### src/rtl/wrb_pkg.sv
`timescale 1ns/1ps
package wrb_pkg;
  typedef enum logic {TRIG_SELF = 1'b0, TRIG_OTHER = 1'b1} trig_src_e;

  function automatic int subword_count(input int reg_w, input int acc_w);
    return (reg_w + acc_w - 1) / acc_w;
  endfunction
endpackage

### src/rtl/wrb_image.sv
`timescale 1ns/1ps
module wrb_image #(
  parameter int             REG_W   = 64,
  parameter logic [REG_W-1:0] RD_MASK = '1,
  parameter int             REV_LO  = 4,
  parameter int             REV_HI  = 19
) (
  input  logic [REG_W-1:0] live_val,
  output logic [REG_W-1:0] image
);
  // Mirror the reversed field in place, then zero the unreadable bits.
  function automatic logic [REG_W-1:0] present(input logic [REG_W-1:0] v);
    logic [REG_W-1:0] r;
    r = v;
    for (int k = REV_LO; k <= REV_HI; k++) r[k] = v[REV_LO + REV_HI - k];
    return r & RD_MASK;
  endfunction

  assign image = present(live_val);
endmodule

### src/rtl/wrb_snapshot.sv
`timescale 1ns/1ps
module wrb_snapshot #(
  parameter int REG_W = 64
) (
  input  logic             clk,
  input  logic             rst_n,
  input  logic             load,
  input  logic [REG_W-1:0] din,
  output logic [REG_W-1:0] q
);
  always_ff @(posedge clk or negedge rst_n) begin
    if (!rst_n)    q <= '0;
    else if (load) q <= din;
  end
endmodule

### src/rtl/wrb_slice.sv
`timescale 1ns/1ps
module wrb_slice #(
  parameter int ACC_W = 16,
  parameter int BUS_W = 32
) (
  input  logic             strb,
  input  logic             is_wr,
  input  logic [ACC_W-1:0] src,
  output logic [BUS_W-1:0] entry
);
  logic rd_hit;
  assign rd_hit = strb && !is_wr;

  always_comb begin
    entry = '0;
    if (rd_hit) entry[ACC_W-1:0] = src;
  end
endmodule

### src/rtl/wide_reg_rdbuf.sv
`timescale 1ns/1ps
module wide_reg_rdbuf
  import wrb_pkg::*;
#(
  parameter int               REG_W     = 64,
  parameter int               ACC_W     = 16,
  parameter int               BUS_W     = 32,
  parameter trig_src_e        TRIG_MODE = TRIG_SELF,
  parameter logic [REG_W-1:0] RD_MASK   = 64'hFFFF_F0FF_FFFF_FFFB,
  parameter int               REV_LO    = 4,
  parameter int               REV_HI    = 19,
  localparam int              N_SUB     = subword_count(REG_W, ACC_W)
) (
  input  logic                   clk,
  input  logic                   rst_n,
  input  logic [REG_W-1:0]       live_val,
  input  logic [N_SUB-1:0]       sub_rd_strb,
  input  logic                   req_is_wr,
  input  logic                   ext_trig,
  output logic [N_SUB*BUS_W-1:0] rb_entries
);
  localparam bit SELF_MODE = (TRIG_MODE == TRIG_SELF);
  localparam bit PLAIN_REG = SELF_MODE && (N_SUB == 1);

  logic [REG_W-1:0] image;
  logic [REG_W-1:0] buf_q;
  logic             snap_evt;
  logic             self_evt;

  wrb_image #(.REG_W(REG_W), .RD_MASK(RD_MASK), .REV_LO(REV_LO), .REV_HI(REV_HI))
    u_image (.live_val(live_val), .image(image));

  assign self_evt = sub_rd_strb[0] && !req_is_wr;
  assign snap_evt = SELF_MODE ? (self_evt && !PLAIN_REG) : ext_trig;

  wrb_snapshot #(.REG_W(REG_W))
    u_snap (.clk(clk), .rst_n(rst_n), .load(snap_evt), .din(image), .q(buf_q));

  for (genvar g = 0; g < N_SUB; g++) begin : g_sub
    logic [ACC_W-1:0] src_word;
    if (SELF_MODE && g == 0) begin : g_bypass
      assign src_word = image[ACC_W-1:0];
    end else begin : g_buffered
      assign src_word = buf_q[g*ACC_W +: ACC_W];
    end
    wrb_slice #(.ACC_W(ACC_W), .BUS_W(BUS_W))
      u_slice (.strb(sub_rd_strb[g]), .is_wr(req_is_wr), .src(src_word),
               .entry(rb_entries[g*BUS_W +: BUS_W]));
  end
endmodule

### config.mk
export PLATFORM = sky130hd
export DESIGN_NAME = wide_reg_rdbuf
export DESIGN_NICKNAME = d
export VERILOG_FILES = /design/src/rtl/wrb_pkg.sv /design/src/rtl/wrb_image.sv /design/src/rtl/wrb_snapshot.sv /design/src/rtl/wrb_slice.sv /design/src/rtl/wide_reg_rdbuf.sv
export SDC_FILE = /design/constraint.sdc
export NUM_CORES = 1
export LEC_CHECK = 0
export BUFFER_PORTS_ARGS = -buffer_cell sky130_fd_sc_hd__buf_2
export CAP_MARGIN = 25
export CORE_MARGIN = 2
export CORE_UTILIZATION = 41
export CTS_CLUSTER_DIAMETER = 60
export DETAILED_ROUTE_END_ITERATION = 12
export PLACE_DENSITY = 0.77
export SYNTH_ARGS = -nofsm -noshare
export SYNTH_HDL_FRONTEND = slang
export SYNTH_SLANG_ARGS = --single-unit
### constraint.sdc
create_clock -name clk -period 0.95 [get_ports clk]
set_input_delay 0.0475 -clock clk [delete_from_list [all_inputs] [get_ports clk]]
set_output_delay 0.0475 -clock clk [all_outputs]
set_load 0.02 [all_outputs]
## After elaboration in Yosys (flattened, before gate mapping)

Index checks and enable logic that the tools add are counted.

- Register bits: 59
- Bits of input ports: 72
- Output and inout port bits: 128
- Word-level logic and storage cells: 10

- Muxes and demuxes: 4
- Reductions and logical operators: 5

Operators by type and width:

| operator | number |
|---|---|
| 16-bit 2-to-1 mux | 4 |
| 1-bit logical AND | 4 |
| 1-bit zero test | 1 |

## Logic depth before layout (Yosys ltp)

- Word-level depth: 3
- Mapped depth: 5
- Gate-level depth less buffers: 2

## By module

Synthesis repeated with hierarchy kept, for this count alone.

- Cells, all modules: 341
- Area, all modules: 4,352.9 um^2

By module, submodules not included:

| module | times used | cells an instance | area an instance (um^2) | sequential area each (um^2) |
|---|---|---|---|---|
| wrb_snapshot | 1 | 135 | 2,678.8 | 1,601.5 |
| wrb_slice | 4 | 35 | 294.0 | 0.0 |
| wrb_image | 1 | 65 | 484.2 | 0.0 |
| wide_reg_rdbuf | 1 | 1 | 13.8 | 0.0 |

## Worst setup path after synthesis

Ideal clock, no wire load.

- Kind: input to register
- Start point: in sub_rd_strb[0]
- End point: reg u_snap.q[30]
- Setup time: 0.125 ns
- Arrival time: 0.749 ns
- Required time: 0.825 ns
- Setup slack: 0.076 ns
- Stages on the path: 4
- Buffers on the path: 2
- Cell sequence: nor2b_2 -> buf_6 -> buf_6 -> mux2_4

- Longest elaborated chain between the ends: 1

Ends and longest elaborated chain:

| element | RTL line | text |
|---|---|---|
| start: declaration | wide_reg_rdbuf.sv:17 | `input logic [N_SUB-1:0] sub_rd_strb,` |
| 1-bit logical AND | wide_reg_rdbuf.sv:33 | `assign self_evt = sub_rd_strb[0] && !req_is_wr;` |
| end signal: assignment | wrb_snapshot.sv:13 | `else if (load) q <= din;` |
| end: declaration | wrb_snapshot.sv:9 | `output logic [REG_W-1:0] q` |

No other way between the ends.
A chain may end at the register's enable or synchronous reset.

## Worst setup path in the final report

- Start point: reg u_snap.q[54]
- End point: out rb_entries[102]

- Longest elaborated chain between the ends: 1

Ends and longest elaborated chain:

| element | RTL line | text |
|---|---|---|
| 16-bit 2-to-1 mux | wrb_slice.sv:16 | `if (rd_hit) entry[ACC_W-1:0] = src;` |
| end: declaration | wide_reg_rdbuf.sv:20 | `output logic [N_SUB*BUS_W-1:0] rb_entries` |

No other way between the ends.

==> results_dict.tcl <==
set metrics [dict create \
    cts_buffer_depth 2 \
    avgSynthCellArea_um2 12.2 \
    setup_violations 44 \
    via_per_inst 4.23 \
    ys_types 11 \
    cts.sinks 44 \
    syn_area_mm2 0.00281 \
    cts_tree "done" \
    fmax_ghz 0.983 \
    synthTopCellsByArea "dfrtp_1 39%, mux2_4 24%, buf_4 18%, and2_1 13%, buf_12 2.9%" \
    crit_fanout 2 \
    cts_buffers 5 \
    yosys_warnings 0 \
    p_per_area_mw_per_mm2 1340 \
    synth_cells 231 \
    die_area_mm2 0.00753 \
    finalCritPeriodShare 1.07 \
    slowest_delay_ns 0.40 \
    dpl_cell_area_mm2 0.00325 \
    cts_root_buf "clkbuf_8" \
    arrival_ns 0.97 \
    status "finished, violations left" \
    endpoint_kind "output port" \
    p_leak_nw 2.50 \
    drv_slew 0 \
    port_buffers 124 \
    clk_latency_ns 0.29 \
    cp.required_ns 0.90 \
    grt_pass1_vias 2209 \
    worstSetupPathType "reg2out" \
    die_h_um 86.8 \
    core_area_mm2 0.00672 \
    start_util 0.418 \
    fin_hold_ws_ns 0.250 \
    hold_violations 0 \
    layout_setup_ws_ns -0.0671 \
    seq_area_frac_synth 0.392 \
    period_minus_slack_ns 1.02 \
    drc 0 \
    path_cells "and2_4, buf_6" \
    hp-class "in2async" \
    violations "negative setup slack" \
    ioPinCount 200 \
    yosys.area.top_type_share 0.392 \
    wl_mm 7.99 \
    syn_to_final_growth_pct 67.5 \
    wl_per_cell_um 15.1 \
    crit_family "flip-flops" \
    groute.usage.overall 0.204 \
    grt_pass1_wl_mm 11.4 \
    row_count 30 \
    finalNetCount 520 \
    startpoint_type "flip-flop" \
    dr_total_vias 2238 \
    gp_congestion 0.700 \
    total_power_mw 6.29 \
    cts.clk_slew.worst_paths_ns 0.09 \
    clock_skew_ns 0 \
    synth_top_cell_by_area "dfrtp_1" \
    dp_cells 430 \
    cp_slowest_cell "dfrtp_1" \
    rsz0062_at_grt "true" \
    reg_top3 "u_snap.q x44" \
    final_area_mm2 0.00470 \
    final_cells 529 \
    ant_nets 0 \
    path_buf_inv 1 \
    cts_max_level 2 \
    ys_ff_latch 44 \
    maxCapViolCount 0 \
    first_pass_iters 4 \
    dp_hpwl_mm 4.31 \
    worst_ir_drop_vdd_mv 1.07 \
    overflow 0 \
    drive_gt1_frac 0.621 \
    grt_max_degree 45 \
    largest_register_ffs 44 \
    top_register "u_snap.q" \
    drt_iter0_drc 62 \
    antenna_found_initial 1 \
    fp.dieW_um 86.8 \
]
## through the flow
| stage | util | worst slack, ns | setup TNS (ns) |
|---|---|---|---|
| 4_1_cts | 0.664 | -0.0699 | -2.30 |
| 2_1_floorplan | - | 0.0756 | 0 |
| 3_3_place_gp | 0.484 | -0.121 | -5.66 |
| 5_1_grt | 0.700 | -0.119 | -3.54 |
| 6_report | 0.700 | -0.0671 | -1.81 |
| 3_5_place_dp | 0.484 | -0.143 | -6.52 |
## power by group
group	internal [mW]	switching [mW]	total, mW
sequential	2.15	0.161	2.31
clock	1.04	0.624	1.66
combinational	1.38	0.941	2.32
total	4.57	1.73	6.29
## final cells by class
class                           count  area (um2)
Fill cell                         456        2020
Antenna cell                        1        2.50
Clock inverter                      2        60.1
Sequential cell                    44        1100
Timing Repair Buffer              221        1920
Clock buffer                        5        68.8
Multi-Input combinational cell    176        1450
Tap cell                           80         100
## worst reg2reg max path: cells and delay by family, from the launching register on
| kind | cells | cell delay [ns] |
|---|---|---|
| flops | 1 | 0.40 |
| buf+inv | 1 | 0.14 |
| mux | 1 | 0.27 |
## logic make-up after synthesis
kind of cell / synth area share
buf+inv: 0.229
flops: 0.392
mux: 0.235
other cells: 0.00134
simple gates: 0.142
## cell usage after synthesis
| cell type | n |
|---|---|
| dfrtp_1 | 44 |
| mux2_4 | 44 |
| buf_6 | 3 |
| buf_12 | 4 |
| conb_1 | 1 |
| nor2b_2 | 1 |
| and2b_1 | 2 |
| nor2b_1 | 1 |
| and2_1 | 59 |
| buf_4 | 69 |
| clkbuf_1 | 3 |
## repair_timing
item	CTS	global route
endpoints found under the setup margin	59	56
setup buffers	21	22
gates cloned	2	1
hold endpoints to repair	88	0
hold buffers	45	0
resized for setup	138	15
## layer usage
layer / up-vias / GRT usage / share of wire
li1: 1029 / - / -
met1: 1058 / 0.198 / 0.34
met2: 127 / 0.400 / 0.56
met3: 24 / 0.0505 / 0.061
met4: 0 / 0.0895 / 0.032
met5: - / 0 / 0
## placed cells by master, fill, tap and decap left out
cell / instances
and2_1: 10
and2_4: 49
and2b_1: 1
and2b_4: 1
buf_12: 6
buf_2: 71
buf_4: 47
buf_6: 49
bufbuf_16: 2
bufinv_16: 2
clkbuf_16: 1
clkbuf_8: 5
conb_1: 69
dfrtp_1: 44
diode_2: 1
dlygate4sd3_1: 45
mux2_4: 44
nor2b_1: 1
nor2b_4: 1
## path summary, 6_finish.rpt
check                             start               to  slack (ns)  depth (start not counted)
max                        u_snap.q[54]  rb_entries[102]       -0.07                          2
min                               rst_n     u_snap.q[63]        0.25                          3
max reg2reg                u_snap.q[54]     u_snap.q[54]        0.03                          2
min reg2reg                u_snap.q[49]     u_snap.q[49]        0.52                          1
max in group asynchronous         rst_n     u_snap.q[24]        0.48                          3
min in group clk           live_val[12]   rb_entries[11]        0.40                          3
No activity file was read; power rests on OpenSTA's default activity.
